**src/rtl/colgen_pkg.sv**
```systemverilog
package colgen_pkg;
  localparam int LEN_W = 3;
  localparam int CNT_W = 3;
  localparam logic [LEN_W-1:0] LEN_FULL = 3'd7;

  typedef struct packed {
    logic load;
    logic step;
  } colCtl_t;

  function automatic logic [CNT_W-1:0] beatsAfterFirst(input logic [LEN_W-1:0] code);
    case (code)
      3'd1: beatsAfterFirst = 3'd1;
      3'd2: beatsAfterFirst = 3'd3;
      3'd3: beatsAfterFirst = 3'd7;
      default: beatsAfterFirst = 3'd0;
    endcase
  endfunction
endpackage

```
**src/rtl/colgen_ctrl.sv**
```systemverilog
module colgen_ctrl
  import colgen_pkg::*;
(
  input  logic             clk,
  input  logic             rstN,
  input  logic             loadEn,
  input  logic [LEN_W-1:0] lenCode,
  input  logic             advEn,
  input  logic             termEn,
  output colCtl_t          ctl,
  output logic             validQ,
  output logic             lastQ
);
  logic             fullQ;
  logic [CNT_W-1:0] leftQ;

  assign lastQ    = validQ && !fullQ && (leftQ == '0);
  assign ctl.load = loadEn;
  assign ctl.step = validQ && advEn && !lastQ && !loadEn && !termEn;

  always_ff @(posedge clk) begin
    if (!rstN) begin
      validQ <= 1'b0;
      fullQ  <= 1'b0;
      leftQ  <= '0;
    end else if (loadEn) begin
      validQ <= 1'b1;
      fullQ  <= (lenCode == LEN_FULL);
      leftQ  <= beatsAfterFirst(lenCode);
    end else if (termEn) begin
      validQ <= 1'b0;
    end else if (validQ && advEn) begin
      if (lastQ) validQ <= 1'b0;
      else if (!fullQ) leftQ <= leftQ - 1'b1;
    end
  end
endmodule

```
**src/rtl/colgen_dpath.sv**
```systemverilog
module colgen_dpath
  import colgen_pkg::*;
#(
  parameter int COL_W = 8
) (
  input  logic             clk,
  input  logic             rstN,
  input  colCtl_t          ctl,
  input  logic [COL_W-1:0] startCol,
  input  logic [LEN_W-1:0] lenCode,
  output logic [COL_W-1:0] colQ
);
  localparam int BLK_MAX = 3;
  logic [COL_W-1:0] maskQ, maskNew, colInc, colNext;

  for (genvar i = 0; i < COL_W; i++) begin : g_mask
    if (i < BLK_MAX) begin : g_low
      assign maskNew[i] = (lenCode == LEN_FULL) ||
                          ((lenCode <= 3'd3) && (lenCode > LEN_W'(i)));
    end else begin : g_high
      assign maskNew[i] = (lenCode == LEN_FULL);
    end
  end

  assign colInc  = colQ + 1'b1;
  assign colNext = (colQ & ~maskQ) | (colInc & maskQ);

  always_ff @(posedge clk) begin
    if (!rstN) begin
      colQ  <= '0;
      maskQ <= '0;
    end else if (ctl.load) begin
      colQ  <= startCol;
      maskQ <= maskNew;
    end else if (ctl.step) begin
      colQ  <= colNext;
    end
  end
endmodule

```
**src/rtl/sdram_burst_colgen.sv**
```systemverilog
module sdram_burst_colgen
  import colgen_pkg::*;
#(
  parameter int COL_W = 8
) (
  input  logic             clk,
  input  logic             rstN,
  input  logic             loadEn,
  input  logic [COL_W-1:0] startCol,
  input  logic [2:0]       lenCode,
  input  logic             advEn,
  input  logic             termEn,
  output logic [COL_W-1:0] colOut,
  output logic             colValid,
  output logic             colLast
);
  colCtl_t ctl;

  colgen_ctrl uCtrl (
    .clk(clk), .rstN(rstN), .loadEn(loadEn), .lenCode(lenCode),
    .advEn(advEn), .termEn(termEn), .ctl(ctl),
    .validQ(colValid), .lastQ(colLast)
  );

  colgen_dpath #(.COL_W(COL_W)) uDpath (
    .clk(clk), .rstN(rstN), .ctl(ctl), .startCol(startCol),
    .lenCode(lenCode), .colQ(colOut)
  );
endmodule

```
**config.mk**
```make
export PLATFORM = sky130hd
export DESIGN_NAME = sdram_burst_colgen
export DESIGN_NICKNAME = d
export VERILOG_FILES = /design/src/rtl/colgen_pkg.sv /design/src/rtl/colgen_ctrl.sv /design/src/rtl/colgen_dpath.sv /design/src/rtl/sdram_burst_colgen.sv
export SDC_FILE = /design/constraint.sdc
export NUM_CORES = 1
export LEC_CHECK = 0
export BUFFER_PORTS_ARGS = -buffer_cell sky130_fd_sc_hd__buf_2
export CAP_MARGIN = 25
export CORE_MARGIN = 2
export CORE_UTILIZATION = 45
export CTS_CLUSTER_DIAMETER = 100
export DETAILED_ROUTE_END_ITERATION = 6
export PLACE_DENSITY = 0.8
export SLEW_MARGIN = 10
export SYNTH_ARGS = -nofsm -noshare
export SYNTH_HDL_FRONTEND = slang
export SYNTH_SLANG_ARGS = --single-unit
export TNS_END_PERCENT = 10
```
**constraint.sdc**
```tcl
create_clock -name clk -period 1.25 [get_ports clk]
set_input_delay 0.0625 -clock clk [delete_from_list [all_inputs] [get_ports clk]]
set_output_delay 0.0625 -clock clk [all_outputs]
set_load 0.005 [all_outputs]
```
* Word level (Yosys, flattened, before mapping)
Index checks and enable logic that the tools add are counted.
** Word-level totals
- Flip-flop bits (word level) :: 17
- Input port bits :: 16
- Output and inout bits :: 10
- Word-level logic and storage cells :: 57
** Operators by class
- $add $sub $neg :: 2
- Magnitude comparators :: 4
- Equal/unequal tests :: 7
- Multiplexer cells :: 12
- Bitwise logic cells :: 4
- Reductions and logical operators :: 23
** Operator list (number)
- $and A8 B8 Y8 :: 2
- $mux W8 :: 2
- $mux W3 :: 5
- $logic_and A1 B1 Y1 :: 9
- $pmux W3 S3 :: 1
- $add A8 B1 Y8 const B :: 1
- $not A8 Y8 :: 1
- $or A8 B8 Y8 :: 1
- $eq A3 B2 Y1 const B :: 2
- $gt A3 B1 Y1 const B :: 2
- $ne A2 B2 Y1 const B :: 3
- $reduce_bool A3 Y1 :: 2
- $logic_not A1 Y1 :: 4
- $mux W1 :: 4
- $reduce_and A4 Y1 :: 1
- $reduce_bool A2 Y1 :: 2
- $eq A3 B1 Y1 const B :: 1
- $eq A3 B3 Y1 const B :: 1
- $gt A3 B2 Y1 const B :: 1
- $le A3 B2 Y1 const B :: 1
- $logic_not A3 Y1 :: 1
- $logic_or A1 B1 Y1 :: 3
- $sub A3 B1 Y3 const B :: 1
- $reduce_and A2 Y1 :: 1

* Longest topological paths before layout
Gate-level depths: netlist of run 1.
- Depth in word-level cells :: 9
- Mapped depth :: 6
- Mapped depth without buffers :: 6

* Cells and area by module
A second synthesis of run 1 with hierarchy kept.
** Unflattened totals
- Cells, all modules :: 114
- Area, all modules :: 955.9 um2
** By module, submodules not included
- colgen_dpath :: instances 1, cells an instance 74, area an instance 598.1 um2, sequential area each 240.2 um2
- colgen_ctrl :: instances 1, cells an instance 40, area an instance 357.8 um2, sequential area each 100.1 um2

* Worst setup path after synthesis of run 1
No wires, ideal clock.
- Kind :: register to register
- From :: register uCtrl.leftQ[0]
- To :: register uDpath.colQ[0]
- Library setup time :: 0.132 ns
- Arrival time :: 1.185 ns
- Data required time :: 1.118 ns
- Slack :: -0.068 ns
- Stages on the path, launching flop included :: 7
- Buffers on the path :: 0
- Clock period less this slack :: 1.318 ns
- Cell sequence :: dfxtp_1 > inv_1 > ha_1 > nor3b_2 > nor3b_1 > xnor2_1 > a21oi_1
** On the way
- Longest elaborated chain between the ends :: 7
** RTL lines
- start: declaration :: line colgen_ctrl.sv:15 : logic [CNT_W-1:0] leftQ;
- start signal: assignment :: line colgen_ctrl.sv:29 : leftQ <= beatsAfterFirst(lenCode);
- start signal: assignment :: line colgen_ctrl.sv:34 : else if (!fullQ) leftQ <= leftQ - 1'b1;
- $logic_not A3 Y1 :: line colgen_ctrl.sv:17 : assign lastQ = validQ && !fullQ && (leftQ == '0);
- $logic_and A1 B1 Y1 :: line colgen_ctrl.sv:17
- $logic_not A1 Y1 :: line colgen_ctrl.sv:19 : assign ctl.step = validQ && advEn && !lastQ && !loadEn && !termEn;
- $logic_and A1 B1 Y1 (3 in series) :: line colgen_ctrl.sv:19
- $reduce_bool A2 Y1 (no line)
- end signal: assignment :: line colgen_dpath.sv:33 : colQ <= startCol;
- end signal: assignment :: line colgen_dpath.sv:36 : colQ <= colNext;
- end: declaration :: line colgen_dpath.sv:11 : output logic [COL_W-1:0] colQ
No other way between the ends.
A chain may end at the register's enable or synchronous reset.

* Worst setup path after layout of run 1
- From :: register uCtrl.leftQ[0]
- To :: output port colLast
** On the way
- Longest elaborated chain between the ends :: 2
** RTL lines
- $logic_not A3 Y1 :: line colgen_ctrl.sv:17
- $logic_and A1 B1 Y1 :: line colgen_ctrl.sv:17
- end: declaration :: line sdram_burst_colgen.sv:15 : output logic colLast
No other way between the ends.

==> impl_metrics.ini, run 1 <==
[route]
drc = 0
dr.pass1.iters = 4
wirelength_um = 2360
drt_iter0_drc = 11
vias_per_cell = 5.27
wl_per_cell_um = 12.8
antenna_left = 0
via_count = 975

[logic_synthesis]
synth-edff-count = 0
avgSynthCellArea_um2 = 8.22
synth_area_leaders = dfxtp_1 35%, o21ai_0 6.6%, a21oi_1 5.5%
synth_seq_cells = 16
async_reset_ff_share_pct = 0
netlist_area_um2 = 912
synth_area_leader_cell = dfxtp_1
yosysUniqueCellTypes = 37
synth_nets = 130
ys_warn_count = 0
synth_seq_area_share_pct = 35.1
synth_flop_cell = dfxtp_1
synthCells = 111
yosysTopAreaCellShare_pct = 35.1

[timing]
rsz0062_at_grt = yes
slew_violations = 0
setup_viol = 7
worstMarginPinSlew_ns = 0.422
fin_tns_setup_ns = -0.479
final_hold_viol_count = 0
fin_crit_sh_pct = 112
fin_ws_ns = -0.146
fin_skew_ns = 0.00148
finalCriticalPeriod_ns = 1.40
fmax_ghz = 0.716
slew_headroom_pct = 71.8

[cts]
clk_latency_ns = 0.30
cts-htree-levels = 1
cts.sinks = 16
clk_pin_slew_ns = 0.10
cts_tree = yes
cts_hold_buf = 0
clockBufferDepth = 2
cts_root_buf = clkbuf_4
numCtsBuffers = 3

[power_and_ir_drop]
ir_drop_uv = 800
power.leakage_nw = 0.561
p_int_mw = 0.868
p_per_area_nw_per_um2 = 914
switchingPower_mw = 0.338
switching_share_pct = 28.0
pwr-share-comb_pct = 22.8
seq_power_share_pct = 47.5
clkPwrFrac_pct = 29.7

[run_status]
failed_checks = negative setup slack
outcome = finished with violations

[placed_design]
place_ws_ns = -0.145
io_buffers = 25
place_hpwl_um = 1790
gpl.final_weighted_congestion = 0.847

[critical_path]
slowest_stage = dfxtp_2
rr_worst_depth = 7
r2r_end = uDpath.colQ[0]$_SDFFE_PN0P_
crit_type = reg2out
path_max_fanout = 3
worstPathRequired_ns = 1.19
start_kind = register
cp-end-kind = output pin
cpPeakStageDelay_ns = 0.34
worstPathArrival_ns = 1.33
r2r-start = uCtrl.leftQ[0]$_SDFFE_PN0P_
r2r_slack_ns = -0.12
crit_chain = inv_2 > ha_4 > nor3b_4 > and2_1 > buf_2

[floorplanning]
ios = 26
die_y_um = 49.0
core_area_um2 = 1940
num_rows = 16
design.die.area_um2 = 2400
initial_core_util_pct = 47.0
die_w_um = 49.0

[final_layout]
register_area_um2 = 334
diodes = 0
layout-drive-gt1-share_pct = 47.5
nets = 178
multi_input_comb_area_um2 = 594
areaGrowthSynthToFinish_pct = 44.6
fillers = 164

[global_route]
grt_max_degree = 18
grt_pass1_vias = 905
grtUsageMet1_pct = 26.4
grt_busiest_layer = met2
use_met3_pct = 3.68
antenna_found_initial = 0
met2_usage_pct = 35.6
grt_usage_pct = 21.3
grt_pass1_wl_um = 3950
grt_overflow = 0

[worst_hold_path]
hold_class = in2reg
hold-path-endpoint = uDpath.colQ[0]$_SDFFE_PN0P_
holdPathStages = 3
hold_path_startpoint = startCol[0]

[run]
maxCapViolations = 0
-- how the worst max path moves through the flow --
stage / from / slack, ns / depth (start not counted) / endpoint
CTS: uCtrl.leftQ[1]$_SDFFE_PN0P_ / -0.15 / 5 / colLast
global placement: uCtrl.leftQ[0]$_SDFFE_PN0P_ / -0.07 / 6 / register
global route: uCtrl.leftQ[0]$_SDFFE_PN0P_ / -0.23 / 5 / colLast
finish: uCtrl.leftQ[0]$_SDFFE_PN0P_ / -0.15 / 5 / colLast
floorplan: uCtrl.leftQ[0]$_SDFFE_PN0P_ / -0.02 / 6 / register
detailed placement: uCtrl.leftQ[1]$_SDFFE_PN0P_ / -0.15 / 6 / register
-- metrics by stage --
stage	total power [mW]	std cells	utilization [%]	area [um^2]	hold WS, ns
after floorplan	0.699	111	-	918	0.201
after global placement	0.810	179	62.0	1200	0.329
after detailed placement	0.822	179	62.0	1200	0.338
after CTS	1.20	185	66.6	1290	0.0248
after global routing	1.26	185	67.9	1320	0.0389
final	1.21	185	67.9	1320	0.0248
-- layer usage --
layer / share of wire (%) / vias up / wire length, um
li1: - / 497 / -
met5: 0 / - / 0
met3: 3.1 / 5 / 73
met1: 44 / 451 / 1040
met4: 1.9 / 0 / 46
met2: 51 / 22 / 1200
-- synth_stat cells (all sizes together), types with 2 or more instances --
cell type,n
dfxtp,16
nand2,12
o21ai,12
a21oi,10
inv,7
nand4,5
nor2,5
nor3,5
xnor2,4
clkbuf,3
ha,3
nand3,3
a31oi,2
nand3b,2
nor3b,2
xor2,2
-- power by group through the flow --
stage,logic (mW),registers [mW],clock network [mW]
6_report,0.275,0.572,0.358
5_1_grt,0.307,0.577,0.376
4_1_cts,0.269,0.573,0.363
3_5_place_dp,0.243,0.579,0
3_3_place_gp,0.233,0.578,0
2_1_floorplan,0.115,0.583,0
-- critical path, delay by kind of cell, from the launching register on --
family | cells | cell delay [ns]
buffers and inverters | 2 | 0.18
and+or+nand+nor | 2 | 0.38
adders and majority gates | 1 | 0.14
DFF | 1 | 0.34
-- area by class of cell --
class | count | area share (%)
flip-flops and latches | 16 | 25.3
well taps | 27 | 2.56
inverters | 7 | 1.99
repair buffers | 47 | 22.3
multi-input cells | 84 | 45.1
clock buffers | 4 | 2.75
-- what timing repair did --
item | 4_1_cts | 5_1_grt
pin swaps | 8 | 3
endpoints found under the setup margin | 11 | 12
resized for setup | 15 | 6
setup buffers | 2 | 0
-- logic make-up (layout without fill, tap and decap cells) --
group,Yosys count,after routing,synth area share [%]
adder cells (fa/ha/maj),3,3,4.12
AO/OA/AOI/OAI,34,34,22.9
buffers and inverters,11,58,5.35
AND/OR/NAND/NOR,41,41,26.8
XOR/XNOR,6,6,5.76
flip-flops,16,16,35.1
-- placed cells by master, fill, tap and decap left out, types with 2 or more instances in the layout --
cell type | netlist | final
a21oi_1 | 10 | 10
a31oi_1 | 2 | 2
buf_2 | 0 | 25
buf_4 | 0 | 21
clkbuf_4 | 0 | 3
dfxtp_1 | 16 | 7
dfxtp_2 | 0 | 8
inv_1 | 7 | 5
inv_2 | 0 | 2
nand2_1 | 12 | 12
nand3_1 | 3 | 3
nand4_1 | 5 | 5
nor2_1 | 5 | 5
nor3_1 | 4 | 2
nor3_2 | 1 | 2
o21ai_0 | 12 | 12
xnor2_1 | 4 | 4
xor2_1 | 2 | 2
(Power assumes the default switching activity.)
==> run 2: changes to the inputs <==
--- a/config.mk
+++ b/config.mk
@@ -9,9 +9,11 @@
 export CAP_MARGIN = 25
 export CORE_MARGIN = 2
 export CORE_UTILIZATION = 45
+export CTS_BUF_LIST = sky130_fd_sc_hd__clkbuf_8
 export CTS_CLUSTER_DIAMETER = 100
 export DETAILED_ROUTE_END_ITERATION = 6
 export PLACE_DENSITY = 0.8
+export SKIP_LAST_GASP = 1
 export SLEW_MARGIN = 10
 export SYNTH_ARGS = -nofsm -noshare
 export SYNTH_HDL_FRONTEND = slang
==> constraint.sdc (replaced) <==
create_clock -name clk -period 1.12 [get_ports clk]
set_input_delay 0.056 -clock clk [delete_from_list [all_inputs] [get_ports clk]]
set_output_delay 0.056 -clock clk [all_outputs]
set_load 0.005 [all_outputs]
==> run 2 against run 1 <==
  * The flow still finishes with violations (negative setup slack)
  * Combinational power rose by 17%
  * Sequential cell count unchanged
  * Final area up 3.9%
  * Setup slack worse by 0.10 ns
  * Wire length is 11% higher
  * Register-to-register slack worse by 0.12 ns
  * First-iteration DRC count increased by 27%
  * Largest cell class unchanged
  * Largest power group unchanged
==> impl_metrics.ini, run 2 (synthesis results as in run 1) <==
[run_status]
outcome = finished with violations
failed_checks = negative setup slack

[cts]
cts_root_buf = clkbuf_8
cts_hold_buf = 0
cts.sinks = 16
cts-htree-levels = 1
clk_latency_ns = 0.25
cts_tree = yes
numCtsBuffers = 3
clockBufferDepth = 2
clk_pin_slew_ns = 0.07

[route]
wirelength_um = 2610
drt_iter0_drc = 14
wl_per_cell_um = 13.9
vias_per_cell = 5.23
dr.pass1.iters = 4
drc = 0
antenna_left = 0
via_count = 984

[global_route]
grt_max_degree = 15
grt_pass1_vias = 999
antenna_found_initial = 0
grt_pass1_wl_um = 4510
grt_overflow = 0
grt_usage_pct = 24.6

[floorplanning]
die_w_um = 49.0
die_y_um = 49.0
ios = 26
num_rows = 16
core_area_um2 = 1940
design.die.area_um2 = 2400
initial_core_util_pct = 47.0

[power_and_ir_drop]
p_per_area_nw_per_um2 = 1090
power.leakage_nw = 0.603
finalPower_mw = 1.50
ir_drop_uv = 902

[critical_path]
r2r_slack_ns = -0.24
rr_worst_depth = 7
crit_type = reg2out
worstPathArrival_ns = 1.31
worstPathRequired_ns = 1.06
cp-endpoint = colLast
startpoint = uCtrl.leftQ[1]$_SDFFE_PN0P_
start_kind = register
path_max_fanout = 3
r2r-start = uCtrl.leftQ[0]$_SDFFE_PN0P_
cp-end-kind = output pin
r2r_end = uDpath.colQ[0]$_SDFFE_PN0P_

[timing]
fin_skew_ns = 0.00195
finalCriticalPeriod_ns = 1.37
setup_viol = 13
hold_ws_ns = 0.0616
worstMarginPinSlew_ns = 0.266
slew_headroom_pct = 82.2
slew_violations = 0
rsz0062_at_grt = yes
fin_ws_ns = -0.246
fmax_ghz = 0.732
fin_crit_sh_pct = 122
final_hold_viol_count = 0

[run]
maxCapViolations = 0

[final_layout]
layout-drive-gt1-share_pct = 48.4
diodes = 0
areaGrowthSynthToFinish_pct = 50.2
nets = 181
layout_common_cells = 24 x buf_2, 24 x buf_4, 12 x nand2_1, 12 x o21ai_0, 10 x a21oi_1

[placed_design]
io_buffers = 25
place_hpwl_um = 1990
gpl.final_weighted_congestion = 0.876

[worst_hold_path]
hold_class = in2reg
-- run 2: where the power goes --
group	total, mW	switching [mW]	internal (mW)	leakage (nW)
logic	0.322	0.144	0.178	0.438
clock network	0.530	0.218	0.312	0.0288
registers	0.644	0.0369	0.608	0.136
total	1.50	0.399	1.10	0.603
-- run 2: layout make-up --
type                       instances  area (um^2)
multi-input combinational         84          588
clock buffer                       4         55.1
sequential                        16          335
inverter                           7         26.3
timing repair buffer              50          332
fill                             175          572
tap                               27         33.8
-- run 2: worst min-delay path by stage --
stage	slack, ns	from	depth (start not counted)	endpoint
final	0.06	startCol[4]	3	register
after floorplan	0.19	rstN	2	uDpath.maskQ[0]$_SDFFE_PN0P_
after detailed placement	0.33	startCol[4]	3	register
after global placement	0.32	startCol[6]	3	register
after global routing	0.09	startCol[0]	3	uDpath.colQ[0]$_SDFFE_PN0P_
after CTS	0.06	startCol[4]	3	register
-- run 2: repair_timing --
item	CTS	global route
setup buffers	3	0
gates resized for setup	0	4
pin swaps	2	3
endpoints found under the setup margin	13	13
-- run 2: per-layer routing --
metal / share of wire, % / up-vias / track usage (%)
li1: - / 505 / -
met5: 0 / - / 0
met3: 2.8 / 4 / 3.99
met4: 1.6 / 0 / 11.9
met2: 51 / 18 / 41.3
met1: 44 / 457 / 30.6
-- run 2: per-stage QoR --
step                      worst slack (ns)  utilization, %  cells  setup TNS (ns)  instance area [um^2]
after floorplan                    -0.0783               -    111          -0.350                   958
after global placement              -0.104            65.5    181          -0.971                  1270
after detailed placement            -0.221            65.5    181           -1.56                  1270
after CTS                           -0.258            69.5    188           -1.96                  1350
after global routing                -0.314            70.6    188           -2.93                  1370
final                               -0.246            70.6    188           -1.87                  1370
-- run 2: worst max-delay path, cell delays in order (launching register included) --
cell,delay (ns)
dfxtp_2,0.32
inv_2,0.07
ha_4,0.13
nor3b_4,0.18
buf_4,0.14
and2_4,0.13
buf_6,0.08
